[src/rtl/swf_pkg.sv]
package swf_pkg;

  // Search state of the locked hunt
  typedef enum logic {
    ST_HUNT  = 1'b0,
    ST_TRACK = 1'b1
  } swf_state_e;

endpackage

[src/rtl/swf_window.sv]
// Serial-in window register: newest bit enters at bit 0, oldest bit sits at the MSB.
module swf_window #(
  parameter int WIN_W = 16
) (
  input  logic             clk,
  input  logic             rst_n,
  input  logic             bit_i,
  output logic [WIN_W-1:0] win_o
);

  logic [WIN_W-1:0] win_q;
  logic [WIN_W-1:0] win_d;
  logic             shift_en;

  always_comb begin
    shift_en = 1'b1;
    win_d    = {win_q[WIN_W-2:0], bit_i};
  end

  always_ff @(posedge clk or negedge rst_n) begin
    if (!rst_n) begin
      win_q <= '0;
    end else if (shift_en) begin
      win_q <= win_d;
    end
  end

  assign win_o = win_q;

endmodule

[src/rtl/swf_group_match.sv]
// Compares every group of the window with the group pattern.
// hit_o[0] belongs to the oldest group, hit_o[NUM_GRP-1] to the newest.
module swf_group_match #(
  parameter int               GRP_W   = 4,
  parameter int               NUM_GRP = 4,
  parameter logic [GRP_W-1:0] PATTERN = 4'b1101,
  localparam int              WIN_W   = GRP_W * NUM_GRP
) (
  input  logic [WIN_W-1:0]   win_i,
  output logic [NUM_GRP-1:0] hit_o
);

  for (genvar g = 0; g < NUM_GRP; g++) begin : g_grp
    localparam int HI = WIN_W - 1 - g * GRP_W;
    assign hit_o[g] = (win_i[HI -: GRP_W] == PATTERN);
  end

endmodule

[src/rtl/swf_lock_tracker.sv]
// Locked hunt: commit to one group alignment, judge later groups on group boundaries.
module swf_lock_tracker
  import swf_pkg::*;
#(
  parameter int GRP_W   = 4,
  parameter int NUM_GRP = 4,
  parameter int MIS_IDX = 2
) (
  input  logic clk,
  input  logic rst_n,
  input  logic tail_hit_i,
  output logic detect_o
);

  localparam int PH_W  = (GRP_W   > 1) ? $clog2(GRP_W)   : 1;
  localparam int IDX_W = (NUM_GRP > 1) ? $clog2(NUM_GRP) : 1;
  localparam logic [PH_W-1:0]  PH_LAST  = PH_W'(GRP_W - 1);
  localparam logic [IDX_W-1:0] IDX_LAST = IDX_W'(NUM_GRP - 1);
  localparam logic [IDX_W-1:0] IDX_ONE  = IDX_W'(1);
  localparam logic [IDX_W-1:0] IDX_MIS  = IDX_W'(MIS_IDX);

  swf_state_e       state_q, state_d;
  logic [PH_W-1:0]  phase_q, phase_d;
  logic [IDX_W-1:0] idx_q, idx_d;
  logic             trk_en;
  logic             at_bound;
  logic             grp_ok;
  logic             hit_last;

  // Next-state logic
  always_comb begin
    at_bound = (state_q == ST_TRACK) && (phase_q == PH_LAST);
    grp_ok   = (idx_q == IDX_MIS) ? !tail_hit_i : tail_hit_i;
    hit_last = at_bound && grp_ok && (idx_q == IDX_LAST);
    trk_en   = (state_q == ST_TRACK) || tail_hit_i;
    state_d  = state_q;
    phase_d  = phase_q;
    idx_d    = idx_q;
    case (state_q)
      ST_HUNT: begin
        if (tail_hit_i) begin
          state_d = ST_TRACK;
          phase_d = '0;
          idx_d   = IDX_ONE;
        end
      end
      ST_TRACK: begin
        if (!at_bound) begin
          phase_d = phase_q + 1'b1;
        end else if (hit_last) begin
          state_d = ST_HUNT;
        end else if (grp_ok) begin
          phase_d = '0;
          idx_d   = idx_q + 1'b1;
        end else if (tail_hit_i) begin
          phase_d = '0;
          idx_d   = IDX_ONE;
        end else begin
          state_d = ST_HUNT;
        end
      end
      default: state_d = ST_HUNT;
    endcase
  end

  // State registers
  always_ff @(posedge clk or negedge rst_n) begin
    if (!rst_n) begin
      state_q <= ST_HUNT;
      phase_q <= '0;
      idx_q   <= '0;
    end else begin
      state_q <= state_d;
      if (trk_en) begin
        phase_q <= phase_d;
        idx_q   <= idx_d;
      end
    end
  end

  assign detect_o = hit_last;

  // a committed alignment steps its phase by one on every non-boundary cycle
  assert_phase_step_R8: assert property (@(posedge clk) disable iff (!rst_n)
    (state_q == ST_TRACK && phase_q != PH_LAST)
      |=> (state_q == ST_TRACK && phase_q == $past(phase_q) + 1'b1));

  // hunting continues while the newest group does not match
  assert_hunt_holds_R7: assert property (@(posedge clk) disable iff (!rst_n)
    (state_q == ST_HUNT && !tail_hit_i) |=> (state_q == ST_HUNT));

  // while committed, the expected group is never the first one
  assert_idx_valid_R7: assert property (@(posedge clk) disable iff (!rst_n)
    (state_q == ST_TRACK) |-> (idx_q != '0));

  // after a detect the tracker is hunting again
  assert_release_R10: assert property (@(posedge clk) disable iff (!rst_n)
    detect_o |=> (state_q == ST_HUNT));

endmodule

[src/rtl/sync_word_finder.sv]
module sync_word_finder #(
  parameter int               GRP_W     = 4,
  parameter int               NUM_GRP   = 4,
  parameter logic [GRP_W-1:0] PATTERN   = 4'b1101,
  parameter int               MIS_IDX   = 2,
  parameter bit               LOCK_MODE = 1'b0
) (
  input  logic clk,
  input  logic rst_n,
  input  logic sdata_i,
  output logic detect_o
);

  localparam int                 WIN_W = GRP_W * NUM_GRP;
  localparam logic [NUM_GRP-1:0] WANT  = ~(NUM_GRP'(1) << MIS_IDX);

  logic [WIN_W-1:0]   win;
  logic [NUM_GRP-1:0] grp_hit;
  logic               word_hit;
  logic               det;

  swf_window #(.WIN_W(WIN_W)) u_win (
    .clk   (clk),
    .rst_n (rst_n),
    .bit_i (sdata_i),
    .win_o (win)
  );

  swf_group_match #(
    .GRP_W   (GRP_W),
    .NUM_GRP (NUM_GRP),
    .PATTERN (PATTERN)
  ) u_match (
    .win_i (win),
    .hit_o (grp_hit)
  );

  assign word_hit = &(~(grp_hit ^ WANT));

  if (LOCK_MODE) begin : g_lock
    swf_lock_tracker #(
      .GRP_W   (GRP_W),
      .NUM_GRP (NUM_GRP),
      .MIS_IDX (MIS_IDX)
    ) u_trk (
      .clk        (clk),
      .rst_n      (rst_n),
      .tail_hit_i (grp_hit[NUM_GRP-1]),
      .detect_o   (det)
    );

    // a locked detect is only ever raised on a window holding a full word
    assert_lock_word_R2: assert property (@(posedge clk) disable iff (!rst_n)
      det |-> word_hit);
  end else begin : g_free
    assign det = word_hit;
  end

  assign detect_o = det;

  // detect never lasts two cycles
  assert_single_pulse_R3: assert property (@(posedge clk) disable iff (!rst_n)
    detect_o |=> !detect_o);

endmodule

[config.mk]
export PLATFORM = sky130hd
export DESIGN_NAME = sync_word_finder
export DESIGN_NICKNAME = d
export VERILOG_FILES = /design/src/rtl/swf_pkg.sv /design/src/rtl/swf_window.sv /design/src/rtl/swf_group_match.sv /design/src/rtl/swf_lock_tracker.sv /design/src/rtl/sync_word_finder.sv
export SDC_FILE = /design/constraint.sdc
export NUM_CORES = 1
export LEC_CHECK = 0
export BUFFER_PORTS_ARGS = -buffer_cell sky130_fd_sc_hd__clkbuf_2
export CORE_AREA = 2 2 39 41
export CTS_BUF_LIST = sky130_fd_sc_hd__clkbuf_2 sky130_fd_sc_hd__clkbuf_4 sky130_fd_sc_hd__clkbuf_8
export CTS_CLUSTER_DIAMETER = 150
export CTS_CLUSTER_SIZE = 16
export DETAILED_ROUTE_END_ITERATION = 16
export DIE_AREA = 0 0 41 43
export SYNTH_ARGS = -nofsm -noshare
export SYNTH_HDL_FRONTEND = slang
export SYNTH_SLANG_ARGS = --single-unit
[constraint.sdc]
create_clock -name clk -period 1.05 [get_ports clk]
set_input_delay 0.105 -clock clk [delete_from_list [all_inputs] [get_ports clk]]
set_output_delay 0.105 -clock clk [all_outputs]
set_load 0.02 [all_outputs]
# After elaboration in Yosys (flattened, before gate mapping)
# Cells that the tools add are included.
# word_totals
regBits,16
latchBits,0
mem_bits_rw,0
rom_bits,0
inputBits,3
elab_cells,8
n_memories,0
# op_classes
n_addsub,0
mul,0
div_mod_pow,0
magnitude_cmp,0
eq_ne,4
n_shift,0
n_mux,0
n_bitwise,2
n_reduce_logical,1
# op_table
cell,n
"equality test 4 bit, second input constant",4
NOT 4 bit,1
AND reduction 4 bit,1
NOT 3 bit,1

# Logic depth before layout (Yosys ltp)
# logic_depth
word_depth,4
ltp_mapped,2

# By module
# From an unflattened synthesis, not the netlist that was laid out.
# hier_totals
hier_cells,21
area_unflattened_um2,450.4
# by_module_without_submodules
module,instances,cells_each,area_per_inst_um2,seq_area_each_um2
swf_window,1,16,400.4,400.4
swf_group_match,1,4,40.0,0.0
sync_word_finder,1,1,10.0,0.0

# Worst setup path after synthesis
# Ideal clock, no wire load.
# synth_path
path_type,register to output
from,"register u_win.win_q[13], in the netlist u_win.win_o[13]"
to,output detect_o
arrival_time_ps,1048
required_time_ps,945
path_slack_ps,-103
path_stages_with_launch,3
cell_sequence,dfrtp_1 -> nand4b_1 -> nor4_2
# synth_between
elab_chain_len,4
# synth_rtl
item,line,text
from (decl),swf_window.sv:11,logic [WIN_W-1:0] win_q;
from (signal assigned),swf_window.sv:24,win_q <= win_d;
equality test 4 bit,swf_group_match.sv:15,assign hit_o[g] = (win_i[HI -: GRP_W] == PATTERN);
NOT 3 bit (no line),n/a,
NOT 4 bit,sync_word_finder.sv:38,assign word_hit = &(~(grp_hit ^ WANT));
AND reduction 4 bit,sync_word_finder.sv:38,
to (decl),sync_word_finder.sv:11,output logic detect_o
# Every way passes these cells.

# Final worst setup path
# layout_path
from,"register u_win.win_q[7], in the netlist u_win.win_o[7]"
to,output detect_o
# layout_between
elab_chain_len,3
# layout_rtl
item,line
equality test 4 bit,swf_group_match.sv:15
NOT 4 bit,sync_word_finder.sv:38
AND reduction 4 bit,sync_word_finder.sv:38
# Every way passes these cells.

==> metrics.md <==
| Metric | Value |
|---|---|
| Status | `finished, violations left` |
| Failing checks | `setup timing` |
| Gp weighted congestion | `0.746` |
| FP Rows | `14` |
| Slew margin rel. | `75.7%` |
| I/O pins | `4` |
| Most common cell in the netlist | `dfrtp_1` |
| Final Worst Setup Slack | `-362 ps` |
| Synth area leader | `dfrtp_1` |
| Synth-to-layout area growth | `33.1%` |
| CTS tree | `yes` |
| CP startpoint kind | `flip-flop` |
| Fill cell count | `122` |
| Vias in the first global route | `244` |
| Critical path class | `flip-flop to primary output` |
| Input/output buffers | `3` |
| Reg clk slew, reported paths | `90 ps` |
| DP Worst Slack | `-91.9 ps` |
| Synth Area in Simple Gates | `10.9%` |
| XOR/XNOR share of the synthesized area | `0%` |
| Synth Area in Adders | `0%` |
| Syn. warnings | `0` |
| CP startpoint | `u_win.win_o[7]$_DFF_PN0_` |
| Area of the multi-input gates | `73.8 µm²` |
| Syn avg cell area | `21.4 µm²` |
| Post-Syn Area | `449 µm²` |
| Initial antenna violation count | `0` |
| 1st-iter DRT viols | `0` |
| Synth Area in Compound Gates | `0%` |
| Skew final | `5.75 ps` |
| Seq cells post-synth | `16` |
| Largest net degree at the start of global routing | `17` |
| Pleak | `0.263 nW` |
| MaxCap Viol Count | `0` |
| Post-Syn Instances | `21` |
| Chip Height | `43 µm` |
| Via count | `217` |
| Largest family of logic cells by synthesized area | `simple AND/OR/NAND/NOR gates` |
| Ratio of cells with drive above 1 in the final layout | `38.2%` |
| Die area | `1760 µm²` |
| Syn Nets | `24` |
| Clock Latency Late Sink | `280 ps` |
| Post-route DRC violation count | `0` |
| CP max FO | `2` |
| Clock sink count | `16` |
| TritonRoute pass-1 iters | `1` |
| Seq. cell area | `400 µm²` |
| First-pass GRT wire length | `1000 µm` |
| Diodes inserted | `0` |
| Tcrit/Tclk final | `134%` |
| Worst slew pin tran | `365 ps` |
| H-tree depth | `1` |
| Layout Cells excl Fill | `50` |
| Nets | `38` |
| WL per Instance | `11.8 µm` |
| Max-slew violations | `0` |
| Max Clk Rate | `708 MHz` |
| Clk root buf | `clkbuf_4` |
| CORE AREA | `1380 µm²` |
| Post-synth EDFFs | `0` |
| Share of the synthesized area in the top cell type | `89.1%` |
| Buffer depth of the longest clock path | `2` |
| Mux share of post-synthesis cell area | `0%` |
| Via-per-instance ratio | `4.34` |
| RSZ-0062 raised after global routing | `yes` |
| Cells after DPL | `43` |
| Final hold vios | `0` |
| Top cells by area, synth | `dfrtp_1 (89%), nor4_2 (2.8%), nand4bb_1 (2.5%)` |
| Dpl hpwl | `429 µm` |
| GRT overflow | `0` |
| Hold Path Class | `input port to async pin` |
| Setup violation total in the final timing report | `1` |
| Die width | `41 µm` |
| Post-synth ARST share | `100%` |
| Post-layout min period | `1410 ps` |
| Largest register FFs | `16` |
| Register area share after synthesis | `89.1%` |
| WP data arrival | `1310 ps` |
| DRT Wirelength | `588 µm` |
| Post-synth cell types | `6` |
| Initial Util | `32.5%` |
| Tot GR Track Use | `8.99%` |
| Hold slack | `268 ps` |
| Critical path capture point type | `primary output` |
| Power per cell area | `1820 nW/µm²` |
| Maximum vdd ir drop | `0.661 mV` |
| Synth Flop Type | `dfrtp_1` |
| CP required | `940 ps` |
| Routed Antenna Nets | `0` |
| Clock buffer count from CTS | `3` |
| Worst r2r src | `u_win.win_o[7]$_DFF_PN0_` |
cell type report:
type	instances	share of cell area, %
clock buffers	4	6.07
repair buffers	9	11.3
multi-input cells	5	12.3
well taps	16	3.35
flip-flops and latches	16	66.9
timing repair:
item,4_1_cts,5_1_grt
pin swaps,0,1
setup buffers,0,1
gates resized for setup,0,3
hold endpoints to repair,17,0
hold buffers,2,0
setup endpoints to repair,1,1
cells by family after synthesis:
group / count (synthesis)
flip-flops: 16
AND/OR/NAND/NOR: 5
routing by layer:
metal / GRT usage (%) / vias to the layer above / wire [µm]
li1: - / 100 / -
met1: 11.0 / 113 / 252
met2: 11.9 / 4 / 303
met3: 3.14 / 0 / 32
met4: 8.00 / 0 / 0
met5: 0 / - / 0
critical path, stage by stage, from the launching register on:
cell     delay (ps)
dfrtp_1         390
and4b_1         230
nor4_4          240
buf_4           170
where the power goes:
group          internal (mW)  total [mW]  switching (mW)
Clock                  0.211       0.383           0.173
Combinational         0.0238      0.0407          0.0169
Sequential             0.647       0.666          0.0187
Total                  0.881        1.09           0.208
cell usage in the layout (no fill, tap or decap), drive strengths merged:
cell type and count:
nor4 1, dlygate4sd3 2, nand4b 1, nand4bb 1, dfrtp 16, buf 5
nand4 1, clkbuf 6, and4b 1
stage by stage:
step	TNS [ps]	utilization, %	power, mW	cell area (µm²)
6_report	-362	43.2	1.09	598
5_1_grt	-437	43.2	1.14	598
4_1_cts	-408	41.3	1.09	572
3_5_place_dp	-91.9	37.3	0.706	515
3_3_place_gp	-79.9	37.3	0.702	515
2_1_floorplan	-8.12	-	0.676	458
final timing paths:
| check | to | slack [ps] | depth (start not counted) |
|---|---|---|---|
| min in group clk | u_win.win_o[14]$_DFF_PN0_ | 380 | 0 |
| hold reg to reg | u_win.win_o[14]$_DFF_PN0_ | 380 | 0 |
| hold / removal | u_win.win_o[4]$_DFF_PN0_ | 270 | 2 |
| setup reg to reg | u_win.win_o[8]$_DFF_PN0_ | 320 | 2 |
| max in group asynchronous | u_win.win_o[14]$_DFF_PN0_ | 510 | 2 |
| setup / recovery | detect_o | -360 | 3 |
Note: power is estimated with default switching activity, not from simulation.
